### src/rtl/irq_route_pkg.sv
package irq_route_pkg;
  localparam logic [1:0] PRIV_U = 2'b00;
  localparam logic [1:0] PRIV_S = 2'b01;
  localparam logic [1:0] PRIV_M = 2'b11;

  localparam int unsigned N_RANK = 9;
  localparam int unsigned MIN_W  = 12;

  // bit positions, highest priority first
  localparam int unsigned RANK_POS [N_RANK] = '{11, 3, 7, 9, 1, 5, 8, 0, 4};
endpackage

### src/rtl/irq_level.sv
module irq_level #(
  parameter int unsigned W = 12
) (
  input  logic [W-1:0] ip_i,
  input  logic [W-1:0] ie_i,
  input  logic [W-1:0] dlg_i,
  input  logic         en_i,
  output logic         take_o,
  output logic         pass_o,
  output logic [W-1:0] pend_o,
  output logic [W-1:0] fwd_o
);
  assign pend_o = ip_i & ie_i & ~dlg_i;
  assign fwd_o  = ip_i & dlg_i;
  assign take_o = en_i && (|pend_o);
  assign pass_o = !take_o && (|fwd_o);
endmodule

### src/rtl/irq_rank_enc.sv
module irq_rank_enc
  import irq_route_pkg::*;
#(
  parameter int unsigned W  = 12,
  localparam int unsigned CW = $clog2(W)
) (
  input  logic [W-1:0]  set_i,
  output logic          hit_o,
  output logic [CW-1:0] idx_o
);
  logic [N_RANK-1:0] ranked;

  for (genvar r = 0; r < N_RANK; r++) begin : g_rank
    assign ranked[r] = set_i[RANK_POS[r]];
  end

  always_comb begin
    hit_o = 1'b0;
    idx_o = '0;
    for (int r = N_RANK - 1; r >= 0; r--) begin
      if (ranked[r]) begin
        hit_o = 1'b1;
        idx_o = CW'(RANK_POS[r]);
      end
    end
  end
endmodule

### src/rtl/irq_route_sel.sv
module irq_route_sel
  import irq_route_pkg::*;
#(
  parameter int unsigned IRQ_W = 12,
  parameter bit          HAS_U = 1'b1,
  parameter bit          HAS_S = 1'b1,
  parameter bit          HAS_N = 1'b1,
  localparam int unsigned CW   = $clog2(IRQ_W)
) (
  input  logic [IRQ_W-1:0] irq_pend_i,
  input  logic [IRQ_W-1:0] irq_en_i,
  input  logic [IRQ_W-1:0] m_dlg_i,
  input  logic [IRQ_W-1:0] s_dlg_i,
  input  logic [1:0]       cur_priv_i,
  input  logic             m_gie_i,
  input  logic             s_gie_i,
  input  logic             u_gie_i,
  output logic             take_o,
  output logic [CW-1:0]    cause_o,
  output logic [1:0]       tgt_priv_o
);
  localparam bit FLAT = !HAS_U || (!HAS_S && !HAS_N);

  logic             m_en, s_en, u_en;
  logic             m_take, m_pass, s_take, s_pass;
  logic [IRQ_W-1:0] m_pend, m_fwd, s_pend, s_fwd;
  logic [IRQ_W-1:0] eff, sel;
  logic [1:0]       tgt_raw;
  logic             hit;
  logic [CW-1:0]    idx;

  assign eff  = irq_pend_i & irq_en_i;
  // higher levels implicitly enabled, lower blocked
  assign m_en = (cur_priv_i != PRIV_M) || m_gie_i;
  assign s_en = HAS_S && ((cur_priv_i == PRIV_U) || ((cur_priv_i == PRIV_S) && s_gie_i));
  assign u_en = HAS_N && (cur_priv_i == PRIV_U) && u_gie_i;

  irq_level #(.W(IRQ_W)) u_m_lvl (
    .ip_i  (irq_pend_i),
    .ie_i  (irq_en_i),
    .dlg_i (m_dlg_i),
    .en_i  (m_en),
    .take_o(m_take),
    .pass_o(m_pass),
    .pend_o(m_pend),
    .fwd_o (m_fwd)
  );

  if (HAS_S) begin : g_s_lvl
    irq_level #(.W(IRQ_W)) u_s_lvl (
      .ip_i  (m_fwd),
      .ie_i  (irq_en_i),
      .dlg_i (s_dlg_i),
      .en_i  (s_en),
      .take_o(s_take),
      .pass_o(s_pass),
      .pend_o(s_pend),
      .fwd_o (s_fwd)
    );
  end else begin : g_no_s
    // machine-delegated bits bypass straight to user level
    assign s_take = 1'b0;
    assign s_pass = m_pass;
    assign s_pend = '0;
    assign s_fwd  = m_fwd;
  end

  always_comb begin
    sel     = '0;
    tgt_raw = PRIV_M;
    if (eff == '0) begin
      sel = '0;
    end else if (FLAT) begin
      sel = eff;
    end else if (m_take) begin
      sel = m_pend;
    end else if (s_take) begin
      sel     = s_pend;
      tgt_raw = PRIV_S;
    end else if (s_pass && u_en) begin
      sel     = s_fwd;
      tgt_raw = PRIV_U;
    end
  end

  irq_rank_enc #(.W(IRQ_W)) u_rank (
    .set_i(sel),
    .hit_o(hit),
    .idx_o(idx)
  );

  assign take_o     = hit;
  assign cause_o    = hit ? idx : '0;
  assign tgt_priv_o = hit ? tgt_raw : PRIV_U;

  always_comb begin
    a_r9_fast_path: assert (eff != '0 || !take_o);
    a_r1_cause_pending: assert (!take_o || irq_pend_i[cause_o]);
    a_r2_m_enabled_src: assert (!(take_o && tgt_priv_o == PRIV_M) || irq_en_i[cause_o]);
    a_r3_s_route: assert (!(take_o && tgt_priv_o == PRIV_S)
                          || (HAS_S && m_dlg_i[cause_o] && !s_dlg_i[cause_o]
                              && cur_priv_i != PRIV_M));
    a_r4_u_gate: assert (!(take_o && tgt_priv_o == PRIV_U)
                         || (HAS_N && cur_priv_i == PRIV_U && u_gie_i));
    a_r6_no_lower_tgt: assert (!take_o || FLAT || tgt_priv_o >= cur_priv_i);
    a_r10_idle_zero: assert (take_o || (cause_o == '0 && tgt_priv_o == PRIV_U));
  end
endmodule

### config.mk
export PLATFORM = sky130hd
export DESIGN_NAME = irq_route_sel
export DESIGN_NICKNAME = d
export VERILOG_FILES = /design/src/rtl/irq_route_pkg.sv /design/src/rtl/irq_level.sv /design/src/rtl/irq_rank_enc.sv /design/src/rtl/irq_route_sel.sv
export SDC_FILE = /design/constraint.sdc
export NUM_CORES = 1
export LEC_CHECK = 0
export ABC_AREA = 1
export BUFFER_PORTS_ARGS = -buffer_cell sky130_fd_sc_hd__buf_4
export CORE_ASPECT_RATIO = 1.2
export CORE_MARGIN = 2
export CORE_UTILIZATION = 47
export DETAILED_ROUTE_END_ITERATION = 16
export PLACE_DENSITY_LB_ADDON = 0.15
export SYNTH_ARGS = -nofsm -noshare
export SYNTH_HDL_FRONTEND = slang
export SYNTH_SLANG_ARGS = --single-unit
### constraint.sdc
create_clock -name vclk -period 2.4
set_clock_uncertainty 0.2 [all_clocks]
set_input_delay 0.48 -clock vclk [all_inputs]
set_output_delay 0.48 -clock vclk [all_outputs]
set_load 0.1 [all_outputs]
==> results of run 1 <==
## cell families after synthesis
family / after synthesis
buffers and inverters: 43
AOI/OAI and AO/OA: 13
and+or+nand+nor: 157
## cells in the mapped netlist, drive strengths merged
cell type and n:
o21a 2, nand4 5, a21oi 5, o22ai 1, nor2 29, nand3b 9, nand2 78, or2 3
nor3b 1, clkinv 1, nand3 30, o21ai 5, inv 41, nor4 2, buf 1
## stage by stage
stage | worst slack [ns] | instances
after global placement | -0.5129 | 335
after floorplan | -0.5838 | 213
after detailed placement | -0.5534 | 335
==> results.ini, run 1 <==
[logic_synthesis]
synth_area_leader_cell = nand2_1
syn_nets = 266
synth_top_family_by_area = simple AND/OR/NAND/NOR gates
synthAdderAreaFrac = 0
synth.area.top_cells = nand2_1 (23%), nand3_1 (13%), inv_1 (11%)
synth_mux_area_frac = 0
synth_compound_gate_area_share = 0.08401
synth_xor_area_frac = 0
ys_seq_area_frac = 0
synthCells = 213
synth_top_cell_area_share = 0.2310
avgSynthCellArea_um2 = 5.034
synth_area_um2 = 1072
synth_cell_types = 26
yosys_warnings = 0
synth-simple-area-share = 0.7526

[place]
gp_congestion = 0.8335
hpwl_mm = 3.174
port-buffer-count = 60
post_dp_cell_area_um2 = 1887

[clock_network]
hold_buffers = 0
post_cts_buffers = 13
cts-resized-gates = 73

[status]
outcome = stopped before the end
lastStage = clock tree synthesis
tool.error = [ERROR DPL-0038] Utilization greater than 100%, impossible to legalize

[die]
die_x_um = 47.60
boundaryPins = 60
start_util = 0.5065
num_rows = 18
die_h_um = 56.32

==> run 2: changes to the inputs <==
--- a/config.mk
+++ b/config.mk
@@ -7,10 +7,9 @@
 export LEC_CHECK = 0
 export ABC_AREA = 1
 export BUFFER_PORTS_ARGS = -buffer_cell sky130_fd_sc_hd__buf_4
-export CORE_ASPECT_RATIO = 1.2
-export CORE_MARGIN = 2
-export CORE_UTILIZATION = 47
+export CORE_AREA = 2 2 63 65
 export DETAILED_ROUTE_END_ITERATION = 16
+export DIE_AREA = 0 0 65 67
 export PLACE_DENSITY_LB_ADDON = 0.15
 export SYNTH_ARGS = -nofsm -noshare
 export SYNTH_HDL_FRONTEND = slang
==> results.ini, run 2 <==
[status]
outcome = complete, but fails checks
violations = setup timing

[layout]
fillerInstances = 361
layout_commonest_cell = buf_4
drive_gt1_frac = 0.6341
area.growth.synth_to_final_pct = 121.9
n_clock_buffer = 0
fin_area_um2 = 2380
antenna_cells = 0
layout.cells.non_filler = 365
multi_input_area_um2 = 1221
nFlopsAndLatches = 0
final_cell_mix = buf_4 (82), nand2_1 (34), nand2_2 (29)
seqCellArea_um2 = 0
layout.nets = 372

[logic_synthesis]
synth_top_cell_area_share = 0.2310  ; unchanged
ys_seq_area_frac = 0  ; unchanged
synth_compound_gate_area_share = 0.08401  ; unchanged
avgSynthCellArea_um2 = 5.034  ; unchanged
synth_area_leader_cell = nand2_1
synth-simple-area-share = 0.7526  ; unchanged
synth_commonest_cells = nand2_1 (66), inv_1 (31), nand3_1 (27)
synth_xor_area_frac = 0  ; unchanged
synth_area_um2 = 1072  ; unchanged
synth_cell_types = 26  ; unchanged
synthAdderAreaFrac = 0  ; unchanged
synth_top_family_by_area = simple AND/OR/NAND/NOR gates
synth_mux_area_frac = 0  ; unchanged
yosysMostFrequentCell = nand2_1
syn_nets = 266  ; unchanged
synth.area.top_cells = nand2_1 (23%), nand3_1 (13%), inv_1 (11%)
yosys_warnings = 0  ; unchanged
synthCells = 213  ; unchanged

[place]
port-buffer-count = 60  ; unchanged
pre_cts_ws_ns = -0.6498  ; -0.09637 ns
post_dp_cell_area_um2 = 1947  ; +3.2%
hpwl_mm = 3.140  ; -1.1%
place_inst = 358  ; +6.9%
gp_congestion = 0.8520  ; +2.2%

[timing]
tightest_slew_ns = 0.4757
post-route-min-period_ns = 2.871
layout_setup_ws_ns = -0.4708
period_share = 1.196
rsz0062_at_grt = true
hold_viol = 0
fmax_ghz = 0.3483
setup_viol = 7
slew_headroom = 0.6819
drv_slew = 0

[drt]
drtIter0Drc = 28
vias_per_cell = 4.556
drt_wl_total_mm = 3.833
antenna_left = 0
drc = 0
firstDrtPassIters = 4
wl_per_cell_um = 10.50
vias = 1663

[die]
die_x_um = 65  ; +37%
die_area_um2 = 4355
start_util = 0.2974  ; -0.2091
die_h_um = 67  ; +19%
num_rows = 22  ; +4
boundaryPins = 60  ; unchanged
core_area_um2 = 3606

[power_and_ir_drop]
p_leak_nw = 1.320
power_density_nw_per_um2 = 337.3
peakVddDrop_mv = 0.1219

[setup_path]
critPathLaunchType = primary input
worstSetupEndpointType = output pin
worstSetupPathType = primary input to output pin
cp.required_ns = 1.72
cp.arrival_ns = 2.19
crit_path_max_fanout = 4

[global_route]
grt_pass1_wl_mm = 6.430
first_global_vias = 1552
grt_max_degree = 12
overflow = 0
antenna_found_initial = 0
grt_usage = 0.1818

[clock_network]
hold_buffers = 0  ; unchanged

[hold_path]
hp-class = primary input to output pin

[flow_run]
cap_violations = 0

==> run 2: repair_timing <==
item	CTS	global route
setup endpoints to repair	7	7
cloned	1	0
pin swaps	23	25
resized for setup	49	43
setup buffers	1	5
endpoints found under the hold margin	0	0
==> run 2: kinds of logic after synthesis <==
family | Yosys count
simple gates | 157
buf+inv | 43
compound gates | 13
==> run 2: routing by layer <==
| layer | vias up | global-route usage | wire (um) |
|---|---|---|---|
| li1 | 879 | - | - |
| met5 | - | 0 | 0 |
| met3 | 6 | 0.01520 | 175 |
| met2 | 44 | 0.3660 | 2053 |
| met1 | 734 | 0.2080 | 1546 |
| met4 | 0 | 0.02926 | 57 |
==> run 2: path summary, 6_finish.rpt <==
kind                       from             to  cells past startpoint
hold / removal    cur_priv_i[0]  tgt_priv_o[0]                      7
setup / recovery    irq_en_i[7]  tgt_priv_o[0]                     16
==> run 2: cell type report <==
class / instances / share of cell area
inverter: 42 / 0.06993
multi-input combinational: 171 / 0.5131
tap: 48 / 0.02524
timing repair buffer: 104 / 0.3917
==> run 2: where the power goes <==
part | internal, W | switching (W) | leakage, nW
logic | 0.000341 | 0.000462 | 1.32
clock network | 0 | 0 | 0
registers | 0 | 0 | 0
total | 0.000341 | 0.000462 | 1.32
==> run 2: worst max-delay path, stage by stage <==
cell and delay [ns]:
buf_8 0.08, nand2_4 0.04, or2_1 0.25, nand2_2 0.09, nor2_4 0.04, nand3_4 0.13, buf_12 0.12, nand2_8 0.06
o21ai_2 0.16, inv_1 0.06, nand2_2 0.10, nand2_4 0.06, nor2_4 0.11, nand3_4 0.11, o21a_4 0.14, buf_12 0.16
==> run 2: metrics by stage <==
stage / setup TNS, ns / util / total power (W) / hold slack (ns)
2_1_floorplan: -2.919 / - / 0.0004123 / 1.346
3_3_place_gp: -4.412 / 0.5399 / 0.0006202 / 1.553
3_5_place_dp: -4.167 / 0.5399 / 0.0006208 / 1.546
4_1_cts: -3.049 / 0.5985 / 0.0007263 / 1.474
5_1_grt: -3.642 / 0.6600 / 0.0008564 / 1.501
6_report: -3.058 / 0.6600 / 0.0008028 / 1.458
Note: power is estimated with default switching activity, not from simulation.
